[src/rtl/psu_pkg.sv]
package psu_pkg;

  typedef enum logic [2:0] {
    SW_IDLE,
    SW_CHECK,
    SW_WAIT,
    SW_CP_HOT,
    SW_CP_COLD,
    SW_CP_STG,
    SW_COMMIT
  } swap_state_e;

endpackage

[src/rtl/psu_remap_table.sv]
module psu_remap_table #(
  parameter int NUM_PAGES = 8,
  parameter int PAGE_W    = 3,
  parameter int RD_PORTS  = 3
) (
  input  logic                             clk_i,
  input  logic                             rst_ni,
  input  logic [RD_PORTS-1:0][PAGE_W-1:0]  rd_page_i,
  output logic [RD_PORTS-1:0][PAGE_W-1:0]  rd_frame_o,
  input  logic                             wr_en_i,
  input  logic [PAGE_W-1:0]                wr_page_a_i,
  input  logic [PAGE_W-1:0]                wr_frame_a_i,
  input  logic [PAGE_W-1:0]                wr_page_b_i,
  input  logic [PAGE_W-1:0]                wr_frame_b_i
);

  logic [PAGE_W-1:0] map_q [NUM_PAGES];

  always_ff @(posedge clk_i or negedge rst_ni) begin
    if (!rst_ni) begin
      for (int i = 0; i < NUM_PAGES; i++) map_q[i] <= PAGE_W'(i);
    end else if (wr_en_i) begin
      map_q[wr_page_a_i] <= wr_frame_a_i;
      map_q[wr_page_b_i] <= wr_frame_b_i;
    end
  end

  for (genvar g = 0; g < RD_PORTS; g++) begin : g_rd
    assign rd_frame_o[g] = map_q[rd_page_i[g]];
  end

  AST_PAIR_DISTINCT: assert property (@(posedge clk_i) disable iff (!rst_ni)
    wr_en_i |-> wr_page_a_i != wr_page_b_i);

  AST_FRAMES_EXCHANGED: assert property (@(posedge clk_i) disable iff (!rst_ni)
    wr_en_i |-> (wr_frame_a_i == map_q[wr_page_b_i]) && (wr_frame_b_i == map_q[wr_page_a_i]));

endmodule

[src/rtl/psu_req_pipe.sv]
module psu_req_pipe #(
  parameter int PAGE_W     = 3,
  parameter int OFF_W      = 6,
  parameter int FAST_PAGES = 4
) (
  input  logic                    clk_i,
  input  logic                    rst_ni,
  input  logic                    acc_i,
  input  logic [PAGE_W-1:0]       page_i,
  input  logic [OFF_W-1:0]        off_i,
  output logic                    lk_vld_o,
  output logic [PAGE_W-1:0]       lk_page_o,
  input  logic [PAGE_W-1:0]       lk_frame_i,
  output logic                    tr_vld_o,
  output logic [PAGE_W-1:0]       tr_page_o,
  output logic                    mem_valid_o,
  output logic                    mem_slow_o,
  output logic [PAGE_W+OFF_W-1:0] mem_addr_o
);

  localparam logic [PAGE_W-1:0] FAST_F = PAGE_W'(FAST_PAGES);

  // lookup stage
  logic              lk_vld_q;
  logic [PAGE_W-1:0] lk_page_q;
  logic [OFF_W-1:0]  lk_off_q;
  // translation stage
  logic              tr_vld_q;
  logic [PAGE_W-1:0] tr_page_q, tr_frame_q;
  logic [OFF_W-1:0]  tr_off_q;

  logic              tr_slow;
  logic [PAGE_W-1:0] tr_local;

  always_ff @(posedge clk_i or negedge rst_ni) begin
    if (!rst_ni) begin
      lk_vld_q   <= 1'b0;
      lk_page_q  <= '0;
      lk_off_q   <= '0;
      tr_vld_q   <= 1'b0;
      tr_page_q  <= '0;
      tr_frame_q <= '0;
      tr_off_q   <= '0;
      mem_valid_o <= 1'b0;
      mem_slow_o  <= 1'b0;
      mem_addr_o  <= '0;
    end else begin
      lk_vld_q <= acc_i;
      if (acc_i) begin
        lk_page_q <= page_i;
        lk_off_q  <= off_i;
      end
      tr_vld_q <= lk_vld_q;
      if (lk_vld_q) begin
        tr_page_q  <= lk_page_q;
        tr_frame_q <= lk_frame_i;
        tr_off_q   <= lk_off_q;
      end
      mem_valid_o <= tr_vld_q;
      if (tr_vld_q) begin
        mem_slow_o <= tr_slow;
        mem_addr_o <= {tr_local, tr_off_q};
      end
    end
  end

  always_comb begin
    tr_slow  = tr_frame_q >= FAST_F;
    tr_local = tr_slow ? tr_frame_q - FAST_F : tr_frame_q;
  end

  assign lk_vld_o  = lk_vld_q;
  assign lk_page_o = lk_page_q;
  assign tr_vld_o  = tr_vld_q;
  assign tr_page_o = tr_page_q;

endmodule

[src/rtl/psu_rate_limiter.sv]
module psu_rate_limiter #(
  parameter int REFILL_CYCLES = 64,
  parameter int TOKEN_MAX     = 2
) (
  input  logic clk_i,
  input  logic rst_ni,
  input  logic take_i,
  output logic avail_o
);

  localparam int CNT_W = (REFILL_CYCLES > 1) ? $clog2(REFILL_CYCLES) : 1;
  localparam int TOK_W = $clog2(TOKEN_MAX + 1);
  localparam logic [CNT_W-1:0] CNT_LAST = CNT_W'(REFILL_CYCLES - 1);
  localparam logic [TOK_W-1:0] TOK_TOP  = TOK_W'(TOKEN_MAX);

  logic [CNT_W-1:0] cnt_q;
  logic [TOK_W-1:0] tok_q;
  logic             refill;

  assign refill  = cnt_q == CNT_LAST;
  assign avail_o = tok_q != '0;

  always_ff @(posedge clk_i or negedge rst_ni) begin
    if (!rst_ni) begin
      cnt_q <= '0;
      tok_q <= '0;
    end else begin
      cnt_q <= refill ? '0 : cnt_q + CNT_W'(1);
      if (refill && take_i) begin
        if (tok_q == TOK_TOP) tok_q <= TOK_TOP - TOK_W'(1);
      end else if (refill) begin
        if (tok_q != TOK_TOP) tok_q <= tok_q + TOK_W'(1);
      end else if (take_i) begin
        tok_q <= tok_q - TOK_W'(1);
      end
    end
  end

  AST_TOKEN_CAP: assert property (@(posedge clk_i) disable iff (!rst_ni)
    tok_q <= TOK_TOP);

  AST_TAKE_NEEDS_TOKEN: assert property (@(posedge clk_i) disable iff (!rst_ni)
    take_i |-> tok_q != '0);

  AST_TOKEN_STEP: assert property (@(posedge clk_i) disable iff (!rst_ni)
    !take_i |=> tok_q >= $past(tok_q));

endmodule

[src/rtl/psu_swap_fsm.sv]
module psu_swap_fsm
  import psu_pkg::*;
#(
  parameter int PAGE_W     = 3,
  parameter int FAST_PAGES = 4
) (
  input  logic              clk_i,
  input  logic              rst_ni,
  input  logic              swp_valid_i,
  input  logic [PAGE_W-1:0] swp_hot_i,
  input  logic [PAGE_W-1:0] swp_cold_i,
  output logic              swp_ready_o,
  output logic [PAGE_W-1:0] hot_page_o,
  output logic [PAGE_W-1:0] cold_page_o,
  input  logic [PAGE_W-1:0] hot_frame_i,
  input  logic [PAGE_W-1:0] cold_frame_i,
  input  logic              hazard_i,
  input  logic              tok_avail_i,
  output logic              tok_take_o,
  output logic              cp_req_o,
  output logic [PAGE_W:0]   cp_src_o,
  output logic [PAGE_W:0]   cp_dst_o,
  input  logic              cp_done_i,
  output logic              busy_o,
  output logic              commit_o,
  output logic [PAGE_W-1:0] hot_new_frame_o,
  output logic [PAGE_W-1:0] cold_new_frame_o
);

  localparam logic [PAGE_W-1:0] FAST_F = PAGE_W'(FAST_PAGES);
  localparam logic [PAGE_W:0]   STG_EP = {1'b1, {PAGE_W{1'b0}}};

  swap_state_e       state_q, state_d;
  logic [PAGE_W-1:0] hot_q, cold_q, hf_q, cf_q;
  logic              eligible;

  assign eligible   = (hot_frame_i >= FAST_F) && (cold_frame_i < FAST_F);
  assign tok_take_o = (state_q == SW_WAIT) && tok_avail_i && !hazard_i;

  always_comb begin
    state_d = state_q;
    unique case (state_q)
      SW_IDLE:    if (swp_valid_i) state_d = SW_CHECK;
      SW_CHECK:   state_d = eligible ? SW_WAIT : SW_IDLE;
      SW_WAIT:    if (tok_take_o) state_d = SW_CP_HOT;
      SW_CP_HOT:  if (cp_done_i) state_d = SW_CP_COLD;
      SW_CP_COLD: if (cp_done_i) state_d = SW_CP_STG;
      SW_CP_STG:  if (cp_done_i) state_d = SW_COMMIT;
      SW_COMMIT:  state_d = SW_IDLE;
      default:    state_d = SW_IDLE;
    endcase
  end

  always_ff @(posedge clk_i or negedge rst_ni) begin
    if (!rst_ni) begin
      state_q <= SW_IDLE;
      hot_q   <= '0;
      cold_q  <= '0;
      hf_q    <= '0;
      cf_q    <= '0;
    end else begin
      state_q <= state_d;
      if (state_q == SW_IDLE && swp_valid_i) begin
        hot_q  <= swp_hot_i;
        cold_q <= swp_cold_i;
      end
      if (state_q == SW_CHECK) begin
        hf_q <= hot_frame_i;
        cf_q <= cold_frame_i;
      end
    end
  end

  always_comb begin
    cp_req_o = 1'b0;
    cp_src_o = '0;
    cp_dst_o = '0;
    unique case (state_q)
      SW_CP_HOT: begin
        cp_req_o = 1'b1;
        cp_src_o = {1'b0, hf_q};
        cp_dst_o = STG_EP;
      end
      SW_CP_COLD: begin
        cp_req_o = 1'b1;
        cp_src_o = {1'b0, cf_q};
        cp_dst_o = {1'b0, hf_q};
      end
      SW_CP_STG: begin
        cp_req_o = 1'b1;
        cp_src_o = STG_EP;
        cp_dst_o = {1'b0, cf_q};
      end
      default: ;
    endcase
  end

  assign swp_ready_o      = state_q == SW_IDLE;
  assign busy_o           = state_q != SW_IDLE;
  assign hot_page_o       = hot_q;
  assign cold_page_o      = cold_q;
  assign commit_o         = state_q == SW_COMMIT;
  assign hot_new_frame_o  = cf_q;
  assign cold_new_frame_o = hf_q;

  AST_CP_HOLD: assert property (@(posedge clk_i) disable iff (!rst_ni)
    cp_req_o && !cp_done_i |=> cp_req_o && $stable(cp_src_o) && $stable(cp_dst_o));

  AST_CROSS_TIER_ONLY: assert property (@(posedge clk_i) disable iff (!rst_ni)
    cp_req_o |-> (hf_q >= FAST_F) && (cf_q < FAST_F));

  AST_COMMIT_AFTER_COPY: assert property (@(posedge clk_i) disable iff (!rst_ni)
    commit_o |-> $past(cp_req_o && cp_done_i && cp_src_o == STG_EP));

endmodule

[src/rtl/page_swap_unit.sv]
module page_swap_unit #(
  parameter int NUM_PAGES     = 8,
  parameter int FAST_PAGES    = 4,
  parameter int OFF_W         = 6,
  parameter int REFILL_CYCLES = 64,
  parameter int TOKEN_MAX     = 2
) (
  input  logic                                     clk_i,
  input  logic                                     rst_ni,
  input  logic                                     req_valid_i,
  output logic                                     req_ready_o,
  input  logic [$clog2(NUM_PAGES)-1:0]             req_page_i,
  input  logic [OFF_W-1:0]                         req_off_i,
  output logic                                     mem_valid_o,
  output logic                                     mem_slow_o,
  output logic [$clog2(NUM_PAGES)+OFF_W-1:0]       mem_addr_o,
  input  logic                                     swp_valid_i,
  output logic                                     swp_ready_o,
  input  logic [$clog2(NUM_PAGES)-1:0]             swp_hot_i,
  input  logic [$clog2(NUM_PAGES)-1:0]             swp_cold_i,
  output logic                                     cp_req_o,
  output logic [$clog2(NUM_PAGES):0]               cp_src_o,
  output logic [$clog2(NUM_PAGES):0]               cp_dst_o,
  input  logic                                     cp_done_i
);

  localparam int PAGE_W   = $clog2(NUM_PAGES);
  localparam int RD_PORTS = 3;

  logic                            acc;
  logic                            busy, commit, hazard, tok_avail, tok_take;
  logic [PAGE_W-1:0]               hot_page, cold_page, hot_new, cold_new;
  logic                            lk_vld, tr_vld;
  logic [PAGE_W-1:0]               lk_page, tr_page;
  logic [RD_PORTS-1:0][PAGE_W-1:0] rd_page, rd_frame;

  assign req_ready_o = !(busy && (req_page_i == hot_page || req_page_i == cold_page));
  assign acc         = req_valid_i && req_ready_o;

  assign rd_page[0] = lk_page;
  assign rd_page[1] = hot_page;
  assign rd_page[2] = cold_page;

  assign hazard = (lk_vld && (lk_page == hot_page || lk_page == cold_page)) ||
                  (tr_vld && (tr_page == hot_page || tr_page == cold_page));

  psu_remap_table #(
    .NUM_PAGES (NUM_PAGES),
    .PAGE_W    (PAGE_W),
    .RD_PORTS  (RD_PORTS)
  ) u_table (
    .clk_i        (clk_i),
    .rst_ni       (rst_ni),
    .rd_page_i    (rd_page),
    .rd_frame_o   (rd_frame),
    .wr_en_i      (commit),
    .wr_page_a_i  (hot_page),
    .wr_frame_a_i (hot_new),
    .wr_page_b_i  (cold_page),
    .wr_frame_b_i (cold_new)
  );

  psu_req_pipe #(
    .PAGE_W     (PAGE_W),
    .OFF_W      (OFF_W),
    .FAST_PAGES (FAST_PAGES)
  ) u_pipe (
    .clk_i       (clk_i),
    .rst_ni      (rst_ni),
    .acc_i       (acc),
    .page_i      (req_page_i),
    .off_i       (req_off_i),
    .lk_vld_o    (lk_vld),
    .lk_page_o   (lk_page),
    .lk_frame_i  (rd_frame[0]),
    .tr_vld_o    (tr_vld),
    .tr_page_o   (tr_page),
    .mem_valid_o (mem_valid_o),
    .mem_slow_o  (mem_slow_o),
    .mem_addr_o  (mem_addr_o)
  );

  psu_rate_limiter #(
    .REFILL_CYCLES (REFILL_CYCLES),
    .TOKEN_MAX     (TOKEN_MAX)
  ) u_limiter (
    .clk_i   (clk_i),
    .rst_ni  (rst_ni),
    .take_i  (tok_take),
    .avail_o (tok_avail)
  );

  psu_swap_fsm #(
    .PAGE_W     (PAGE_W),
    .FAST_PAGES (FAST_PAGES)
  ) u_swap (
    .clk_i            (clk_i),
    .rst_ni           (rst_ni),
    .swp_valid_i      (swp_valid_i),
    .swp_hot_i        (swp_hot_i),
    .swp_cold_i       (swp_cold_i),
    .swp_ready_o      (swp_ready_o),
    .hot_page_o       (hot_page),
    .cold_page_o      (cold_page),
    .hot_frame_i      (rd_frame[1]),
    .cold_frame_i     (rd_frame[2]),
    .hazard_i         (hazard),
    .tok_avail_i      (tok_avail),
    .tok_take_o       (tok_take),
    .cp_req_o         (cp_req_o),
    .cp_src_o         (cp_src_o),
    .cp_dst_o         (cp_dst_o),
    .cp_done_i        (cp_done_i),
    .busy_o           (busy),
    .commit_o         (commit),
    .hot_new_frame_o  (hot_new),
    .cold_new_frame_o (cold_new)
  );

  AST_REQ_LATENCY: assert property (@(posedge clk_i) disable iff (!rst_ni)
    req_valid_i && req_ready_o |-> ##3 mem_valid_o);

  AST_PIPE_CLEAR_COPY: assert property (@(posedge clk_i) disable iff (!rst_ni)
    cp_req_o |-> !(lk_vld && (lk_page == hot_page || lk_page == cold_page)));

  AST_NO_PAIR_ACCEPT: assert property (@(posedge clk_i) disable iff (!rst_ni)
    cp_req_o |=> !(lk_vld && (lk_page == hot_page || lk_page == cold_page)));

endmodule

[config.mk]
export PLATFORM = sky130hd
export DESIGN_NAME = page_swap_unit
export DESIGN_NICKNAME = d
export VERILOG_FILES = /design/src/rtl/psu_pkg.sv /design/src/rtl/psu_remap_table.sv /design/src/rtl/psu_req_pipe.sv /design/src/rtl/psu_rate_limiter.sv /design/src/rtl/psu_swap_fsm.sv /design/src/rtl/page_swap_unit.sv
export SDC_FILE = /design/constraint.sdc
export NUM_CORES = 1
export LEC_CHECK = 0
export BUFFER_PORTS_ARGS = -buffer_cell sky130_fd_sc_hd__buf_2
export CAP_MARGIN = 10
export CELL_PAD_IN_SITES_DETAIL_PLACEMENT = 0
export CELL_PAD_IN_SITES_GLOBAL_PLACEMENT = 1
export CORE_AREA = 2 2 121 100
export DETAILED_ROUTE_END_ITERATION = 8
export DIE_AREA = 0 0 123 102
export PLACE_DENSITY_LB_ADDON = 0.1
export SLEW_MARGIN = 20
export SYNTH_ARGS = -nofsm -noshare
export SYNTH_HDL_FRONTEND = slang
export SYNTH_SLANG_ARGS = --single-unit
[constraint.sdc]
create_clock -name clk_i -period 2.1 [get_ports clk_i]
set_input_delay 0.105 -clock clk_i [delete_from_list [all_inputs] [get_ports clk_i]]
set_output_delay 0.105 -clock clk_i [all_outputs]
set_load 0.01 [all_outputs]
# [Word-level counts from Yosys, hierarchy flattened]
# Index checks and enable logic that the tools add are counted.
[word_totals] in_bits=20 regBits=81 out_inout_bits=22 wordCells=118
[op_classes] eq_ne=22 n_reduce_logical=24 add_sub_neg=4 muxes=32 n_bitwise=3 order_cmp=8
[ops] operator="$bwmux W24" count=2
[ops] operator="$mux W3" count=14
[ops] operator="$bmux W3 S3" count=3
[ops] operator="$pmux W4 S3" count=2
[ops] operator="$demux W3 S3" count=2
[ops] operator="$eq A3 B3 Y1" count=6
[ops] operator="$pmux W3 S6" count=1
[ops] operator="$ne A2 B2 Y1 const B" count=7
[ops] operator="$ge A4 B4 Y1 const B" count=3
[ops] operator="$mux W2" count=6
[ops] operator="$not A3 Y4" count=3
[ops] operator="$logic_and A1 B1 Y1" count=11
[ops] operator="$eq A3 B3 Y1 const B" count=3
[ops] operator="$lt A4 B1 Y1 const B" count=2
[ops] operator="$add A6 B1 Y6 const B" count=1
[ops] operator="$eq A3 B2 Y1 const B" count=2
[ops] operator="$eq A6 B6 Y1 const B" count=1
[ops] operator="$ge A3 B3 Y1 const B" count=2
[ops] operator="$mux W6" count=1
[ops] operator="$reduce_bool A3 Y1" count=2
[ops] operator="$reduce_and A5 Y1" count=1
[ops] operator="$logic_or A1 B1 Y1" count=4
[ops] operator="$eq A3 B1 Y1 const B" count=1
[ops] operator="$logic_not A3 Y1" count=1
[ops] operator="other kinds (11)" count=12

# [Logic depth before layout (Yosys ltp)]
# Gate-level depths: netlist of run 1.
[logic_depth] depth_word=9 mapped_depth=7 depth_no_buf=5

# [Cells and area by module]
# A second synthesis of run 1 with hierarchy kept.
[hier_totals] hier_cells=373 hier_area_um2=4733.3
[modules_own_cells] module="psu_remap_table" seq_area_each_um2=615.6 cells_per_inst=174 area_each_um2=2078.2 instances=1
[modules_own_cells] module="psu_req_pipe" seq_area_each_um2=850.8 cells_per_inst=68 area_each_um2=1266.2 instances=1
[modules_own_cells] module="psu_swap_fsm" seq_area_each_um2=375.4 cells_per_inst=65 area_each_um2=770.7 instances=1
[modules_own_cells] module="psu_rate_limiter" seq_area_each_um2=200.2 cells_per_inst=39 area_each_um2=400.4 instances=1
[modules_own_cells] module="page_swap_unit" seq_area_each_um2=0.0 cells_per_inst=27 area_each_um2=217.7 instances=1

# [Worst setup path after synthesis of run 1]
# No wires, ideal clock.
[synth_path] kind="reg-to-reg" startpoint="register u_swap.state_q[0]" endpoint="register u_swap.cold_q[0] (netlist: u_swap.cold_page_o[0])" arrival_ps=1535 setup_time_ps=125 path_stages_with_launch=6 setup_slack_ps=440 synth_period_minus_slack_ps=1660 cell_sequence="dfrtp_1 -> buf_4 -> nor3_1 -> and2_1 -> buf_2 -> mux2_2"
[synth_via] elab_chain_len=2
[synth_lines] item="start: declaration" line="psu_swap_fsm.sv:33" source="swap_state_e state_q, state_d;"
[synth_lines] item="start signal: assignment" line="psu_swap_fsm.sv:62" source="state_q <= state_d;"
[synth_lines] item="$logic_not A3 Y1"
[synth_lines] item="net swp_ready_o" line="page_swap_unit.sv:18" source="output logic swp_ready_o,"
[synth_lines] item="$logic_and A1 B1 Y1" line="psu_swap_fsm.sv:63" source="if (state_q == SW_IDLE && swp_valid_i) begin"
[synth_lines] item="end signal: assignment" line="psu_swap_fsm.sv:65" source="cold_q <= swp_cold_i;"
[synth_lines] item="end: declaration" line="psu_swap_fsm.sv:34" source="logic [PAGE_W-1:0] hot_q, cold_q, hf_q, cf_q;"
# The timed path passes the listed nets, and every way through them passes these cells.
# A chain may end at the register's enable or synchronous reset.

# [Worst setup path in the final report of run 1]
[layout_path] startpoint="register u_swap.hot_q[0] (netlist: u_swap.hot_page_o[0])" endpoint="register u_table.map_q[14] in the netlist's numbering"
[layout_via] elab_chain_len=7 elab_cells_between_ends=8 cone_classes="2 x order compare; 4 x mux; 1 x bitwise; 1 x reduce/logical"
[layout_lines] item="start: declaration" line="psu_swap_fsm.sv:34"
[layout_lines] item="start signal: assignment" line="psu_swap_fsm.sv:64" source="hot_q <= swp_hot_i;"
[layout_lines] item="$not A3 Y4 (implied by the code) *" line="psu_remap_table.sv:23" source="map_q[wr_page_a_i] <= wr_frame_a_i;"
[layout_lines] item="$ge A4 B4 Y1 (implied by the code) / $lt A4 B1 Y1 (equally long branches)" line="psu_remap_table.sv:23"
[layout_lines] item="$logic_and A1 B1 Y1 (implied by the code)" line="psu_remap_table.sv:23"
[layout_lines] item="$mux W3 (implied by the code)" line="psu_remap_table.sv:23"
[layout_lines] item="$demux W3 S3 *" line="psu_remap_table.sv:23"
[layout_lines] item="$bwmux W24 *" line="psu_remap_table.sv:23"
[layout_lines] item="$bwmux W24 *" line="psu_remap_table.sv:24" source="map_q[wr_page_b_i] <= wr_frame_b_i;"
[layout_lines] item="end signal: indexed assignment" line="psu_remap_table.sv:23"
[layout_lines] item="end signal: indexed assignment" line="psu_remap_table.sv:24"
[layout_lines] item="end: declaration" line="psu_remap_table.sv:17" source="logic [PAGE_W-1:0] map_q [NUM_PAGES];"
# Mark *: on every way between the ends. The rest lies on a longest branch, timed or not.

==> flow_metrics.py, run 1 <==
metrics = {
    "grt": {
        "grt_pass1_vias": 3264,
        "grt_use_total": 0.202,
        "overflow": 0,
        "grt_max_degree": 60,
        "grt_pass1_wl_um": 18700,
        "antenna_found_initial": 0,
    },
    "clocking": {
        "cts_tree": "done",
        "insertion_delay_ns": 0.34,
        "cts.repair.resized": 0,
        "cts_sinks": 81,
        "cts_buffer_depth": 2,
        "numCtsBuffers": 9,
        "cts_htree_levels": 3,
        "cts-root-buf": "clkbuf_16",
        "cts.clk_slew.worst_paths_ns": 0.06,
    },
    "routing": {
        "wl_met3_um": 421,
        "vias": 3409,
        "routed_wl_um": 12000,
        "wl_per_cell_um": 19.4,
        "drc_errors": 0,
        "drtIter0Drc": 278,
        "vias_per_cell": 5.53,
        "met2_length_um": 5210,
        "wl_met1_um": 6140,
        "first_pass_iters": 5,
        "top_layer_used": "met4",
        "ant_nets": 0,
    },
    "synth": {
        "yosys_most_used_dff": "dfrtp_1",
        "synth.distinct_cells": 52,
        "synth_area_mm2": 0.00443,
        "yosysWarningCount": 0,
        "syn-num-nets": 438,
        "synthArstFlopShare": 1.00,
        "avgSynthCellArea_um2": 10.6,
        "ys_seq_elements": 81,
        "postSynthCellCount": 417,
        "ys_seq_area_frac": 0.461,
        "synth_edf_count": 0,
    },
    "sta": {
        "finalCritPeriodShare": 0.874,
        "fmax_ghz": 0.545,
        "fin_skew_ns": 0.00427,
        "hold_violations": 0,
        "worst_pin_slew_ns": 0.596,
        "finalSetupTns_ns": 0,
        "setup_viol": 0,
        "period_needed_ns": 1.83,
        "worst_slack_ns": 0.265,
        "slew_headroom": 0.603,
        "finalMaxSlewViolations": 0,
        "grt_setup_unrepaired": "no",
    },
    "floorplanning": {
        "num_io_pins": 42,
        "start_util": 0.392,
        "dieArea_mm2": 0.0125,
        "fp-row-count": 35,
        "die_w_um": 123,
        "core_area_mm2": 0.0113,
        "die-height_um": 102,
    },
    "min_path": {
        "hp-class": "input port to register",
        "min_path_cells": 2,
        "min-delay-start": "req_off_i[3]",
        "holdPathEnd": "u_pipe.lk_off_q[3]",
    },
    "setup_path": {
        "critPathKind": "register to register",
        "path_cells": "buf_4, nor2b_1, and2_1, nor2b_1, a22oi_1, o21ai_0",
        "crit_fanout": 15,
        "r2r-end": "u_table.map_q[14]",
        "crit_arrival_ns": 2.09,
        "endpoint_kind": "register",
        "reg2regPathDepth": 6,
        "rr_startpoint": "u_swap.hot_page_o[0]",
        "crit_path_frequent_cell": "nor2b_1",
        "required_ns": 2.35,
        "slowest_stage": "dfrtp_1",
        "reg2reg_slack_ns": 0.27,
        "critPathMaxStageDelay_ns": 0.63,
        "start_kind": "register",
    },
    "placement": {
        "gp_congestion": 0.915,
        "dp_hpwl_um": 8560,
        "place.port_buffers": 41,
        "pre_cts_ws_ns": 0.287,
    },
    "power_and_ir_drop": {
        "p_per_area_mw_per_mm2": 884,
        "leakagePower_nw": 2.15,
        "ir_drop_uv": 399,
    },
    "job": {
        "max-cap-violations": 0,
    },
    "run_status": {
        "status": "finished clean",
    },
    "finish": {
        "nets": 484,
        "syn2layout_area_growth_pct": 18.0,
        "diodes": 0,
        "final_layout_size_suffix_gt1_frac": 0.284,
    },
}
-- critical path, delay by kind of cell, from the launching register on --
family	cells	cell delay [ns]
AOI/OAI and AO/OA	2	0.27
buffers and inverters	1	0.29
DFF	1	0.63
and+or+nand+nor	3	0.57
-- sequential cells by signal (all words and copies together) (netlist names), 6 cells and up --
name,flops
u_pipe.lk_off_q,6
u_table.map_q,24
u_pipe.mem_addr_o,9
u_limiter.cnt_q,6
u_pipe.tr_off_q,6
-- layout by cell type (no fill, tap or decap), types with 3 or more instances in the layout --
master / instances
dfrtp_1: 69
buf_2: 40
nand2_1: 37
mux2_2: 34
o21ai_0: 33
nor2_1: 32
a22oi_1: 22
mux2i_1: 18
buf_4: 18
xnor2_1: 16
dfstp_2: 12
a21oi_1: 11
nand3_1: 9
nor3_1: 9
mux4_2: 9
clkbuf_16: 9
dlygate4sd3_1: 8
nor2b_1: 7
xor2_1: 5
nand2b_1: 5
nor3b_1: 5
and2_1: 4
o22ai_1: 4
and3_1: 4
inv_1: 3
a22o_1: 3
a31oi_1: 3
o211ai_1: 3
bufinv_16: 3
-- synth_stat cells (all sizes together) (2+ instances only) --
library cell  count  area [um^2]
a21oi            11         55.1
a22o              3         26.3
a22oi            22          165
a31oi             3         18.8
and2              4         25.0
and3              4         25.0
buf              21          145
clkbuf           12         45.0
dfrtp            69         1730
dfstp            12          315
inv               3         11.3
mux2             34          383
mux2i            18          180
mux4             10          229
nand2            38          145
nand2b            5         31.3
nand3             9         45.0
nand3b            2         15.0
nor2             32          120
nor2b             7         43.8
nor3             11         65.1
nor3b             6         50.1
o2111ai           2         17.5
o211ai            3         22.5
o21ai            35          175
o22ai             4         25.0
xnor2            16          140
xor2              5         43.8
-- cell families (layout without fill, tap and decap cells) --
family | after synthesis | after routing | synth area share
compound gates | 96 | 96 | 0.140
xor+xnor | 21 | 21 | 0.0415
fa+ha+maj | 1 | 1 | 0.00282
buf+inv | 36 | 87 | 0.0455
flops | 81 | 81 | 0.461
mux | 62 | 62 | 0.179
simple gates | 120 | 120 | 0.131
-- where the power goes --
| part | switching (mW) | internal, mW | total [mW] |
|---|---|---|---|
| clock | 0.613 | 1.20 | 1.81 |
| sequential | 0.234 | 1.73 | 1.97 |
| combinational | 0.408 | 0.432 | 0.841 |
| total | 1.26 | 3.36 | 4.62 |
-- routing by layer --
metal | vias up | global-route usage
li1 | 1603 | -
met1 | 1710 | 0.307
met2 | 79 | 0.293
met3 | 17 | 0.0357
met4 | 0 | 0.0656
met5 | - | 0
-- final cells by class --
| class | instances | area, um^2 |
|---|---|---|
| Clock inverter | 4 | 98.8 |
| Timing Repair Buffer | 68 | 455 |
| Sequential cell | 81 | 2040 |
| Fill cell | 1062 | 6070 |
| Clock buffer | 12 | 246 |
| Multi-Input combinational cell | 300 | 2190 |
| Tap cell | 148 | 185 |
| Inverter | 3 | 11.3 |
-- per-stage QoR --
| step | util | instances | hold WS, ns | power (mW) | instance area (um^2) |
|---|---|---|---|---|---|
| 2_1_floorplan | - | 417 | -0.191 | 2.53 | 4430 |
| 3_3_place_gp | 0.425 | 592 | 0.0268 | 2.81 | 4800 |
| 4_1_cts | 0.463 | 616 | 0.00421 | 4.67 | 5230 |
| 5_1_grt | 0.463 | 616 | 0.00601 | 4.86 | 5230 |
| 3_5_place_dp | 0.425 | 592 | 0.0270 | 2.83 | 4800 |
| 6_report | 0.463 | 616 | 0.0141 | 4.62 | 5230 |
-- worst max-delay path by stage --
stage                     cells past startpoint                  start                    end
after floorplan                               5      u_swap.state_q[0]  u_swap.cold_page_o[0]
after global placement                        6  u_swap.cold_page_o[0]     u_limiter.tok_q[1]
after detailed placement                      6  u_swap.cold_page_o[0]     u_limiter.tok_q[0]
after CTS                                     6  u_swap.cold_page_o[0]     u_limiter.tok_q[1]
after global routing                          6   u_swap.hot_page_o[0]      u_table.map_q[13]
final                                         6   u_swap.hot_page_o[0]      u_table.map_q[14]
-- timing repair --
action | CTS | global route
setup buffers | 0 | 0
endpoints found under the hold margin | 29 | 0
setup endpoints to repair | 0 | 0
hold buffers | 8 | 0
No activity file was read; power rests on OpenSTA's default activity.
==> run 2, diff against run 1 <==
- PLACE_DENSITY: default -> 0.69
- PLACE_DENSITY_LB_ADDON: 0.1 -> default
==> run 2 against run 1 <==
  * Non-clock buffer count rose by 5
  * Die area did not move
  * Sequential power barely moved
  * First-iteration DRC count fell by 22%
  * Critical path type unchanged
  * Largest power group unchanged
==> flow_metrics.py, run 2 (same netlist as run 1, synthesis figures left out) <==
metrics = {
    "run_status": {
        "status": "finished clean",
    },
    "grt": {
        "overflow": 0,
        "antenna_found_initial": 0,
        "grt_pass1_wl_um": 18600,
        "grt_use_total": 0.197,
        "grt_pass1_vias": 3337,
        "grt_max_degree": 56,
    },
    "finish": {
        "largest_register": "u_table.map_q",
        "top_regs": "u_table.map_q: 24 flops, u_pipe.mem_addr_o: 9 flops",
        "final_util": 0.460,
        "finalInstanceArea_mm2": 0.00520,
        "final_layout_size_suffix_gt1_frac": 0.292,
        "syn2layout_area_growth_pct": 17.4,
        "largest_reg_flops": 24,
        "nets": 489,
        "final_cell_mix": "69 x dfrtp_1, 40 x buf_2, 37 x nand2_1",
        "diodes": 0,
        "layout_commonest_cell": "dfrtp_1",
    },
    "sta": {
        "finalMaxSlewViolations": 0,
        "fin_skew_ns": 0.00519,
        "finalSetupTns_ns": 0,
        "hold_violations": 0,
        "finalCritPeriodShare": 0.894,
        "worst_pin_slew_ns": 0.591,
        "slew_headroom": 0.606,
        "setup_viol": 0,
        "period_needed_ns": 1.88,
        "grt_setup_unrepaired": "no",
        "fmax_ghz": 0.533,
    },
    "min_path": {
        "min_path_cells": 2,
        "hp-class": "input port to register",
    },
    "setup_path": {
        "reg2regPathDepth": 6,
        "critPathMaxStageDelay_ns": 0.58,
        "crit_cells": 6,
        "reg2reg_slack_ns": 0.22,
        "slowest_stage": "dfrtp_1",
        "endpoint_kind": "register",
        "crit_fanout": 10,
        "crit_arrival_ns": 2.12,
        "path_cells": "buf_4, mux2i_1, mux4_2, nand2_1, a311oi_1, a211oi_1",
        "required_ns": 2.35,
        "crit_buf_inv": 1,
        "critical-path-top-delay-family": "flip-flops",
        "start_kind": "register",
        "critPathKind": "register to register",
    },
    "placement": {
        "dp_hpwl_um": 8100,
        "place.port_buffers": 41,
        "gp_congestion": 0.872,
        "placed_area_mm2": 0.00482,
    },
    "power_and_ir_drop": {
        "p_per_area_mw_per_mm2": 828,
        "ir_drop_uv": 551,
        "leakagePower_nw": 2.13,
    },
    "routing": {
        "drtIter0Drc": 217,
        "routed_wl_um": 11400,
        "drc_errors": 0,
        "ant_nets": 0,
        "first_pass_iters": 4,
        "vias": 3397,
        "wl_per_cell_um": 18.4,
        "vias_per_cell": 5.47,
    },
    "floorplanning": {
        "core_area_mm2": 0.0113,
        "fp-row-count": 35,
        "dieArea_mm2": 0.0125,
        "die_w_um": 123,
        "num_io_pins": 42,
        "start_util": 0.392,
        "die-height_um": 102,
    },
    "clocking": {
        "cts-root-buf": "clkbuf_16",
        "insertion_delay_ns": 0.34,
        "cts.clk_slew.worst_paths_ns": 0.06,
        "cts.repair.resized": 0,
        "cts_htree_levels": 3,
        "numCtsBuffers": 9,
        "cts_sinks": 81,
        "cts_buffer_depth": 2,
        "cts_tree": "done",
        "cts_setup_buffers": 0,
    },
    "job": {
        "max-cap-violations": 0,
    },
}
## run 2: cell count changes in the layout (fill, tap and decap cells not counted), moves of 2 or more
| cell | previous run | this run |
|---|---|---|
| bufinv_16 | 3 | 0 |
| buf_4 | 18 | 21 |
| clkbuf_1 | 2 | 0 |
| dlygate4sd3_1 | 8 | 10 |
| clkinvlp_4 | 0 | 3 |
## run 2: through the flow
| stage | std cells | hold WS (ns) | total power, mW | setup slack [ns] |
|---|---|---|---|---|
| 2_1_floorplan | 417 | -0.191 | 2.53 | 0.440 |
| 3_3_place_gp | 595 | 0.0435 | 2.81 | 0.270 |
| 3_5_place_dp | 595 | 0.0457 | 2.84 | 0.241 |
| 4_1_cts | 620 | 0.00370 | 4.34 | 0.223 |
| 5_1_grt | 621 | 0.00446 | 4.54 | 0.0115 |
| 6_report | 621 | 0.0168 | 4.31 | 0.223 |
## run 2: path summary, 6_finish.rpt
path / startpoint / to
max in group asynchronous: rst_ni / u_table.map_q[8]
worst min register to register: u_limiter.cnt_q[5] / u_limiter.cnt_q[5]
worst max register to register: u_swap.hot_page_o[0] / u_swap.state_q[1]
worst min-delay path: swp_hot_i[2] / u_swap.hot_page_o[2]
min in group asynchronous: rst_ni / u_table.map_q[15]
worst max-delay path: u_swap.hot_page_o[0] / u_swap.state_q[1]
## run 2: repair_timing
action,in CTS,in global routing
hold endpoints to repair,34,1
setup endpoints to repair,0,0
hold buffers,9,1
## run 2: layout make-up
class	instances	area (um^2)
clock buffers	9	225
repair buffers	73	498
flip-flops and latches	81	2040
fillers	1083	6100
clock inverters	7	53.8
multi-input cells	300	2190
well taps	148	185
inverters	3	11.3
## run 2: report_power, final
group,total [mW],internal [mW],leakage [nW],switching (mW)
Combinational,0.862,0.445,1.03,0.417
Sequential,1.96,1.73,0.976,0.229
Clock,1.49,0.809,0.128,0.678
Total,4.31,2.99,2.13,1.32
## run 2: layer usage
layer | GRT usage | part of all wire | routed length, um | vias up
li1 | - | - | - | 1620
met5 | 0 | 0 | 0 | -
met2 | 0.273 | 0.42 | 4850 | 98
met1 | 0.309 | 0.52 | 5920 | 1670
met4 | 0.0358 | 0.0068 | 78 | 0
met3 | 0.0519 | 0.053 | 601 | 9
## run 2: worst register-to-register path: stages (launching register included)
cell      delay (ns)
dfrtp_1         0.58
buf_4           0.24
mux2i_1         0.09
mux4_2          0.48
nand2_1         0.08
a311oi_1        0.09
a211oi_1        0.22
==> run 3, diff against run 2 <==
- CORE_AREA: 2 2 121 100 -> 2 2 104 116
- DIE_AREA: 0 0 123 102 -> 0 0 106 118
==> run 3 against run 2 <==
  * Worst hold slack lost 0.010 ns
  * Power increased by 2.1%
  * Final area is 0.14% higher
  * Clock-buffer cell count is the same
  * Highest routed layer unchanged
==> flow_metrics.py, run 3 (same netlist as run 1, synthesis figures left out) <==
metrics = {
    "run_status": {
        "status": "finished clean",
    },
    "finish": {
        "finalInstanceArea_mm2": 0.00521,
        "layout_commonest_cell": "dfrtp_1",
        "final_layout_size_suffix_gt1_frac": 0.293,
        "nets": 487,
        "largest_register": "u_table.map_q",
        "final_cell_mix": "69 x dfrtp_1, 40 x buf_2, 37 x nand2_1",
        "diodes": 0,
        "largest_reg_flops": 24,
        "syn2layout_area_growth_pct": 17.6,
        "final_util": 0.460,
        "top_regs": "u_table.map_q: 24 flops, u_pipe.mem_addr_o: 9 flops",
    },
    "sta": {
        "finalMaxSlewViolations": 0,
        "finalCritPeriodShare": 0.904,
        "finalSetupTns_ns": 0,
        "worst_pin_slew_ns": 0.566,
        "worst_slack_ns": 0.203,
        "hold_violations": 0,
        "setup_viol": 0,
        "grt_setup_unrepaired": "no",
        "slew_headroom": 0.622,
        "period_needed_ns": 1.90,
        "fin_skew_ns": 0.00543,
        "fmax_ghz": 0.527,
    },
    "floorplanning": {
        "start_util": 0.391,
        "die_w_um": 106,
        "core_area_mm2": 0.0113,
        "num_io_pins": 42,
        "fp-row-count": 41,
        "dieArea_mm2": 0.0125,
        "die-height_um": 118,
    },
    "power_and_ir_drop": {
        "p_per_area_mw_per_mm2": 844,
        "leakagePower_nw": 2.13,
        "ir_drop_uv": 329,
    },
    "clocking": {
        "cts_sinks": 81,
        "cts_buffer_depth": 2,
        "numCtsBuffers": 9,
        "cts_htree_levels": 3,
        "cts.clk_slew.worst_paths_ns": 0.06,
        "cts-root-buf": "clkbuf_16",
        "cts.repair.resized": 0,
        "cts_tree": "done",
        "insertion_delay_ns": 0.34,
    },
    "grt": {
        "grt_pass1_wl_um": 18600,
        "overflow": 0,
        "antenna_found_initial": 0,
        "grt_max_degree": 43,
        "grt_pass1_vias": 3476,
        "grt_use_total": 0.193,
    },
    "setup_path": {
        "start_kind": "register",
        "critPathMaxStageDelay_ns": 0.59,
        "path_cells": "buf_4, and3b_1, nor3_1, a22oi_1, o21ai_0",
        "crit_fanout": 14,
        "endpoint_kind": "register",
        "required_ns": 2.36,
        "crit_arrival_ns": 2.16,
        "crit_buf_inv": 1,
        "critPathKind": "register to register",
        "slowest_stage": "dfrtp_1",
        "critical-path-top-delay-family": "simple AND/OR/NAND/NOR gates",
    },
    "routing": {
        "ant_nets": 0,
        "drc_errors": 0,
        "vias_per_cell": 5.58,
        "wl_per_cell_um": 18.4,
        "routed_wl_um": 11400,
        "drtIter0Drc": 186,
        "vias": 3467,
        "first_pass_iters": 5,
    },
    "placement": {
        "place.port_buffers": 41,
        "dp_hpwl_um": 8170,
        "gp_congestion": 0.950,
        "placed_area_mm2": 0.00483,
        "pre_cts_ws_ns": 0.200,
    },
    "job": {
        "max-cap-violations": 0,
    },
    "min_path": {
        "hp-class": "input port to register",
    },
}
## run 3: path summary, 6_finish.rpt
| check | from | end | slack [ns] | depth (start not counted) |
|---|---|---|---|---|
| setup / recovery | u_swap.cold_page_o[0] | u_table.map_q[4] | 0.20 | 5 |
| hold reg to reg | u_limiter.cnt_q[4] | u_limiter.cnt_q[4] | 0.49 | 1 |
| setup reg to reg | u_swap.cold_page_o[0] | u_table.map_q[4] | 0.20 | 5 |
| min in group asynchronous | rst_ni | u_limiter.cnt_q[5] | 0.27 | 2 |
| max in group asynchronous | rst_ni | u_table.map_q[6] | 1.15 | 3 |
| hold / removal | swp_hot_i[2] | u_swap.hot_page_o[2] | 0.007 | 2 |
## run 3: per-stage QoR
| step | std cells | total power, mW | hold WS (ns) |
|---|---|---|---|
| after CTS | 621 | 4.43 | 0.000288 |
| after detailed placement | 597 | 2.83 | 0.109 |
| after global placement | 597 | 2.81 | 0.106 |
| final | 621 | 4.40 | 0.00664 |
| after floorplan | 417 | 2.53 | -0.191 |
| after global routing | 621 | 4.61 | 0.00138 |
## run 3: final cells by class
| class | count | area (um^2) |
|---|---|---|
| clock buffers | 9 | 225 |
| fillers | 1032 | 6130 |
| multi-input cells | 300 | 2190 |
| repair buffers | 71 | 478 |
| flip-flops and latches | 81 | 2040 |
| well taps | 150 | 188 |
| inverters | 3 | 11.3 |
| clock inverters | 7 | 78.8 |
## run 3: layer usage
metal  part of all wire  wire (um)  vias to the layer above  global-route usage
met5                  0          0                        -                   0
met4              0.027        305                        0              0.0847
met3              0.040        454                       25              0.0305
met2               0.51       5810                       99               0.324
met1               0.43       4860                     1732               0.245
li1                   -          -                     1611                   -
## run 3: repair_timing
| action | CTS | global route |
|---|---|---|
| setup endpoints to repair | 0 | 0 |
| endpoints found under the hold margin | 46 | 0 |
| buffers inserted | 0 | 0 |
| hold buffers | 8 | 0 |
## run 3: power by group
group	total (mW)	internal (mW)	switching, mW
Sequential	1.99	1.73	0.255
Combinational	0.820	0.438	0.382
Clock	1.59	0.930	0.661
Total	4.40	3.10	1.30
